File: src/rtl/rps_pkg.sv
package rps_pkg;

  typedef enum logic [2:0] {
    ST_OFF,
    ST_WAIT_RAILS,
    ST_WAIT_SLEEP,
    ST_ON,
    ST_COOLDOWN,
    ST_ERROR
  } rpsState_t;

  // Strobes from control to datapath
  typedef struct packed {
    logic restartCool;
    logic countCool;
    logic restartSleep;
    logic countSleep;
    logic errHold;
  } rpsStrobes_t;

  // Timer status back to control
  typedef struct packed {
    logic coolDone;
    logic sleepDone;
  } rpsTimers_t;

endpackage

File: src/rtl/rps_sleep_sync.sv
module rps_sleep_sync #(
  parameter int STAGES = 2
) (
  input  logic clk,
  input  logic rstN,
  input  logic sleepClk,
  output logic sleepRise
);

  // pipe[STAGES-1] is the synchronized level, pipe[STAGES] its previous value
  logic [STAGES:0] pipe;

  always_ff @(posedge clk) begin
    if (!rstN) pipe <= '0;
    else       pipe <= {pipe[STAGES-1:0], sleepClk};
  end

  assign sleepRise = pipe[STAGES-1] & ~pipe[STAGES];

endmodule

File: src/rtl/rps_datapath.sv
module rps_datapath
  import rps_pkg::*;
#(
  parameter int COOL_CYCLES   = 10000,
  parameter int SETTLE_CYCLES = 150000,
  parameter int SLEEP_CYCLES  = 2
) (
  input  logic        clk,
  input  logic        rstN,
  input  logic        railsOk,
  input  logic        sleepRise,
  input  rpsStrobes_t strobes,
  output rpsTimers_t  timers,
  output logic        busReady
);

  localparam int SLEEP_EDGES = SLEEP_CYCLES + 1;
  localparam int COOL_W      = $clog2(COOL_CYCLES + 1);
  localparam int SETTLE_W    = $clog2(SETTLE_CYCLES + 1);
  localparam int SLEEP_W     = $clog2(SLEEP_EDGES + 1);
  localparam logic [COOL_W-1:0]   COOL_LAST  = COOL_W'(COOL_CYCLES - 1);
  localparam logic [SETTLE_W-1:0] SETTLE_TOP = SETTLE_W'(SETTLE_CYCLES);
  localparam logic [SLEEP_W-1:0]  SLEEP_TOP  = SLEEP_W'(SLEEP_EDGES);

  logic [COOL_W-1:0]   coolCnt;
  logic [SETTLE_W-1:0] settleCnt;
  logic [SLEEP_W-1:0]  sleepCnt;

  // Cool-down: cleared on (re)start, saturates at its last count
  always_ff @(posedge clk) begin
    if (!rstN)                                       coolCnt <= '0;
    else if (strobes.restartCool)                    coolCnt <= '0;
    else if (strobes.countCool && coolCnt != COOL_LAST) coolCnt <= coolCnt + 1'b1;
  end

  // Sleep-clock edge counter for the post-rail wait
  always_ff @(posedge clk) begin
    if (!rstN)                    sleepCnt <= '0;
    else if (strobes.restartSleep) sleepCnt <= '0;
    else if (strobes.countSleep && sleepRise && sleepCnt != SLEEP_TOP)
      sleepCnt <= sleepCnt + 1'b1;
  end

  // Settle counter runs only while both rails stay good
  always_ff @(posedge clk) begin
    if (!rstN)                        settleCnt <= '0;
    else if (!railsOk)                settleCnt <= '0;
    else if (settleCnt != SETTLE_TOP) settleCnt <= settleCnt + 1'b1;
  end

  always_ff @(posedge clk) begin
    if (!rstN) busReady <= 1'b0;
    else       busReady <= railsOk && (settleCnt == SETTLE_TOP) && !strobes.errHold;
  end

  assign timers.coolDone  = (coolCnt == COOL_LAST);
  assign timers.sleepDone = (sleepCnt == SLEEP_TOP);

endmodule

File: src/rtl/rps_ctrl.sv
module rps_ctrl
  import rps_pkg::*;
(
  input  logic        clk,
  input  logic        rstN,
  input  logic        batGood,
  input  logic        ioGood,
  input  logic        errClear,
  input  logic        wlanReq,
  input  logic        btReq,
  input  rpsTimers_t  timers,
  output rpsStrobes_t strobes,
  output logic        wlanEn,
  output logic        btEn,
  output logic        seqError
);

  rpsState_t state, nxt;
  logic railLoss;
  logic setLoss;
  logic railsOk, badOrder, anyReq;

  assign railsOk  = batGood && ioGood;
  assign badOrder = ioGood && !batGood;
  assign anyReq   = wlanReq || btReq;

  always_comb begin
    nxt                  = state;
    strobes.restartCool  = 1'b0;
    strobes.restartSleep = 1'b0;
    setLoss              = 1'b0;
    if (state != ST_ERROR && badOrder) begin
      nxt = ST_ERROR;
    end else begin
      case (state)
        ST_WAIT_RAILS: begin
          if (railsOk) begin
            nxt = ST_WAIT_SLEEP;
            strobes.restartSleep = 1'b1;
          end
        end
        ST_ERROR: begin
          if (errClear) begin
            nxt = ST_COOLDOWN;
            strobes.restartCool = 1'b1;
            setLoss = 1'b1;
          end
        end
        default: begin
          if (!railsOk) begin
            nxt = ST_COOLDOWN;
            strobes.restartCool = 1'b1;
            setLoss = 1'b1;
          end else begin
            case (state)
              ST_WAIT_SLEEP: if (timers.sleepDone) nxt = ST_OFF;
              ST_OFF:        if (anyReq) nxt = ST_ON;
              ST_ON: begin
                if (!anyReq) begin
                  nxt = ST_COOLDOWN;
                  strobes.restartCool = 1'b1;
                end
              end
              ST_COOLDOWN: begin
                if (timers.coolDone)
                  nxt = railLoss ? ST_WAIT_RAILS : (anyReq ? ST_ON : ST_OFF);
              end
              default: nxt = state;
            endcase
          end
        end
      endcase
    end
  end

  assign strobes.countCool  = (state == ST_COOLDOWN);
  assign strobes.countSleep = (state == ST_WAIT_SLEEP);
  assign strobes.errHold    = (state == ST_ERROR);

  always_ff @(posedge clk) begin
    if (!rstN) begin
      state    <= ST_WAIT_RAILS;
      railLoss <= 1'b0;
      wlanEn   <= 1'b0;
      btEn     <= 1'b0;
      seqError <= 1'b0;
    end else begin
      state <= nxt;
      if (setLoss)                                      railLoss <= 1'b1;
      else if (state == ST_COOLDOWN && nxt != ST_COOLDOWN) railLoss <= 1'b0;
      wlanEn   <= (nxt == ST_ON) && wlanReq;
      btEn     <= (nxt == ST_ON) && btReq;
      seqError <= (nxt == ST_ERROR);
    end
  end

endmodule

File: src/rtl/radio_power_sequencer.sv
module radio_power_sequencer
  import rps_pkg::*;
#(
  parameter int COOL_CYCLES   = 10000,
  parameter int SETTLE_CYCLES = 150000,
  parameter int SLEEP_CYCLES  = 2,
  parameter int SYNC_STAGES   = 2
) (
  input  logic clk,
  input  logic rstN,
  input  logic sleepClk,
  input  logic batGood,
  input  logic ioGood,
  input  logic errClear,
  input  logic wlanReq,
  input  logic btReq,
  output logic wlanEn,
  output logic btEn,
  output logic busReady,
  output logic seqError
);

  rpsStrobes_t strobes;
  rpsTimers_t  timers;
  logic        sleepRise;
  logic        railsOk;

  assign railsOk = batGood && ioGood;

  rps_sleep_sync #(.STAGES(SYNC_STAGES)) u_sync (
    .clk(clk), .rstN(rstN), .sleepClk(sleepClk), .sleepRise(sleepRise)
  );

  rps_ctrl u_ctrl (
    .clk(clk), .rstN(rstN), .batGood(batGood), .ioGood(ioGood),
    .errClear(errClear), .wlanReq(wlanReq), .btReq(btReq),
    .timers(timers), .strobes(strobes),
    .wlanEn(wlanEn), .btEn(btEn), .seqError(seqError)
  );

  rps_datapath #(
    .COOL_CYCLES(COOL_CYCLES), .SETTLE_CYCLES(SETTLE_CYCLES), .SLEEP_CYCLES(SLEEP_CYCLES)
  ) u_dp (
    .clk(clk), .rstN(rstN), .railsOk(railsOk), .sleepRise(sleepRise),
    .strobes(strobes), .timers(timers), .busReady(busReady)
  );

endmodule

File: config.mk
export PLATFORM = sky130hd
export DESIGN_NAME = radio_power_sequencer
export DESIGN_NICKNAME = d
export VERILOG_FILES = /design/src/rtl/rps_pkg.sv /design/src/rtl/rps_sleep_sync.sv /design/src/rtl/rps_datapath.sv /design/src/rtl/rps_ctrl.sv /design/src/rtl/radio_power_sequencer.sv
export SDC_FILE = /design/constraint.sdc
export NUM_CORES = 1
export LEC_CHECK = 0
export BUFFER_PORTS_ARGS = -buffer_cell sky130_fd_sc_hd__buf_4
export CORE_MARGIN = 3
export CORE_UTILIZATION = 53
export CTS_CLUSTER_SIZE = 12
export DETAILED_ROUTE_END_ITERATION = 10
export PLACE_DENSITY_LB_ADDON = 0.08
export SETUP_SLACK_MARGIN = 0.2
export SLEW_MARGIN = 40
export SYNTH_ARGS = -nofsm -noshare
export SYNTH_HDL_FRONTEND = slang
export SYNTH_SLANG_ARGS = --single-unit
File: constraint.sdc
create_clock -name clk -period 2.5 [get_ports clk]
set_input_delay 0.125 -clock clk [delete_from_list [all_inputs] [get_ports clk]]
set_output_delay 0.125 -clock clk [all_outputs]
set_load 0.01 [all_outputs]
==> results_dict.tcl <==
set metrics [dict create \
    outcome "complete, no violations" \
    routed_wl_microns 4044 \
    clk_pin_slew_worst_paths_ns 0.08 \
    fin_crit_sh_pct 86.37 \
    rows 22 \
    port_buffers 11 \
    routedWlPerCell_microns 13.00 \
    synthDistinctLibCells 45 \
    insertion_delay_ns 0.29 \
    hold_path_class "input pin to flip-flop" \
    numCtsBuffers 5 \
    dieArea_sq_mm 0.004848 \
    yosys_most_used_dff "dfxtp_1" \
    r2r_slack_ns 0.34 \
    ys_ff_latch 45 \
    synthesis.nets 259 \
    tightest_slew_ns 0.7129 \
    fin_nets 274 \
    setup_viol 0 \
    grt_first_pass_wirelength_microns 7065 \
    first_pass_iters 4 \
    synth_warnings 0 \
    synth-xor-area-share_pct 8.980 \
    endpoint "u_dp.coolCnt[13]$_SDFFE_PP0P_" \
    cts.path.max_buffers 2 \
    cts_resized 0 \
    clock_sinks 45 \
    netlist_area_sq_mm 0.002146 \
    start_kind "flip-flop" \
    grt_use_total_pct 17.61 \
    muxShareOfSynthArea_pct 2.332 \
    rr_endpoint "u_dp.coolCnt[13]$_SDFFE_PP0P_" \
    overflow 0 \
    core_area_sq_mm 0.003771 \
    synthAdderAreaFrac_pct 2.332 \
    die_y_microns 69.63 \
    fmax_ghz 0.4631 \
    n_antenna_cell 0 \
    layout_common_cells "45 x dfxtp_1, 31 x nor2_1, 17 x nand2_1" \
    synth_area_per_cell_sq_um 8.687 \
    vias 1745 \
    ys_seq_area_share_pct 41.98 \
    fillCellCount 322 \
    timing.rr.start "u_dp.coolCnt[0]$_SDFFE_PP0P_" \
    grt_max_degree 20 \
    peakVddDrop_v 0.0003066 \
    start_util_pct 56.90 \
    postSynthCellCount 247 \
    die_w_microns 69.63 \
    grt_pass1_vias 1603 \
    synth_top_family_by_area "simple AND/OR/NAND/NOR gates" \
    maxCapViolCount 0 \
    cts_setup_buffers 0 \
    synth_compound_area_share_pct 10.03 \
    power.static_leakage_nw 0.8363 \
    crit_start "u_dp.coolCnt[0]$_SDFFE_PP0P_" \
    fin_worst_skew_ns 0.003857 \
    antenna_found_initial 0 \
    reg2reg_depth 7 \
    cts.htree.levels 2 \
    design.portCount 12 \
    detail-route-antenna-nets 0 \
    path_max_fanout 11 \
    maxSlewHeadroom_pct 52.03 \
    critical_path_arrival_ns 2.35 \
    rsz0062_at_grt "false" \
    p_per_area_mw_per_mm2 596.1 \
    synthToLayoutAreaGrowth_pct 11.89 \
    yosys.area_share.simple_pct 30.85 \
    cts_tree "yes" \
    hold_buffers 0 \
    fin_util_pct 63.67 \
    report.final.slew_viol_count 0 \
    drc 0 \
    vias_per_cell 5.611 \
    layout_commonest_cell "dfxtp_1" \
    synthArstFlopShare_pct 0 \
    gp_congestion 0.7844 \
    hold_violations 0 \
    endpoint_kind "flip-flop" \
    drive_gt1_share_pct 10.27 \
    drt_iter0_markers 134 \
    root_buffer "clkbuf_8" \
    synth-edff-count 0 \
    worstPathRequired_ns 2.69 \
    finalCriticalPeriod_ns 2.159 \
    critical_path_class "flip-flop to flip-flop" \
    dp_hpwl_microns 2778 \
    fin_setup_tns_ns 0 \
]
==> logic make-up after synthesis <==
logic type      count (synthesis)
compound gates                 33
xor+xnor                       22
fa+ha+maj                       4
buf+inv                        18
flops                          45
mux                             5
simple gates                  120
==> flip-flops by register name, indices dropped and copies added (netlist names), 2 cells and up <==
signal and count:
u_dp.sleepCnt 2, u_dp.settleCnt 18, u_ctrl.state 3, u_dp.coolCnt 14, u_sync.pipe 3
==> cells in the mapped netlist, drive strengths merged (5+ instances only) <==
cell,n,area share [%]
nand3,14,3.3
o21ai,8,1.9
a21oi,9,2.1
nand4,7,2.0
xnor2,15,6.1
or3,5,1.5
xor2,7,2.9
inv,11,1.9
nor3,5,1.2
mux2i,5,2.3
clkbuf,5,0.87
nand2,17,3.0
nor4,13,4.5
dfxtp,45,42
and2,6,1.7
nor2,31,5.4
==> how the worst min path moves through the flow <==
stage | depth (start not counted) | slack (ns) | end | from
finish | 2 | 0.04 | u_sync.pipe[0]$_SDFF_PN0_ | sleepClk
global route | 2 | 0.05 | u_sync.pipe[0]$_SDFF_PN0_ | sleepClk
CTS | 2 | 0.03 | u_sync.pipe[0]$_SDFF_PN0_ | sleepClk
detailed placement | 2 | 0.34 | u_sync.pipe[0]$_SDFF_PN0_ | sleepClk
global placement | 2 | 0.34 | u_sync.pipe[0]$_SDFF_PN0_ | sleepClk
floorplan | 1 | 0.20 | u_ctrl.state[0]$_SDFF_PN1_ | rstN
==> metrics by stage <==
stage | area [sq um] | instances | hold WS (ns) | power, mW | setup WS, ns
after floorplan | 2146 | 247 | 0.1982 | 0.8444 | 0.4688
after global placement | 2285 | 303 | 0.3385 | 0.8874 | 0.4429
after detailed placement | 2285 | 303 | 0.3419 | 0.8863 | 0.3999
after CTS | 2401 | 311 | 0.03203 | 1.445 | 0.3823
after global routing | 2401 | 311 | 0.05357 | 1.486 | 0.2091
final | 2401 | 311 | 0.03664 | 1.431 | 0.3407
==> report_power, final <==
| group | internal [mW] | total [mW] | switching [mW] |
|---|---|---|---|
| logic | 0.0550 | 0.130 | 0.0748 |
| clock network | 0.326 | 0.559 | 0.233 |
| registers | 0.730 | 0.743 | 0.0129 |
==> worst max-delay path, stage by stage, from the launching register on <==
cell      delay [ns]
dfxtp_1         0.34
ha_1            0.21
nand2_1         0.18
nor4_4          0.09
buf_4           0.18
nor4_1          0.63
a311oi_1        0.19
a41o_1          0.23
==> final cells by class <==
class,instances,area (sq um),area share (%)
repair buffers,15,112.6,4.690
clock inverters,1,30.03,1.251
inverters,11,41.29,1.720
clock buffers,7,86.33,3.596
well taps,48,60.06,2.501
multi-input cells,184,1170,48.72
flip-flops and latches,45,900.9,37.52
==> layer usage <==
layer | share of wire, % | global-route usage, %
met5 | 0 | 0
met3 | 4.6 | 5.217
met2 | 41 | 26.91
met4 | 1.7 | 6.383
met1 | 52 | 23.55
Power figures use the tool's default switching activity.
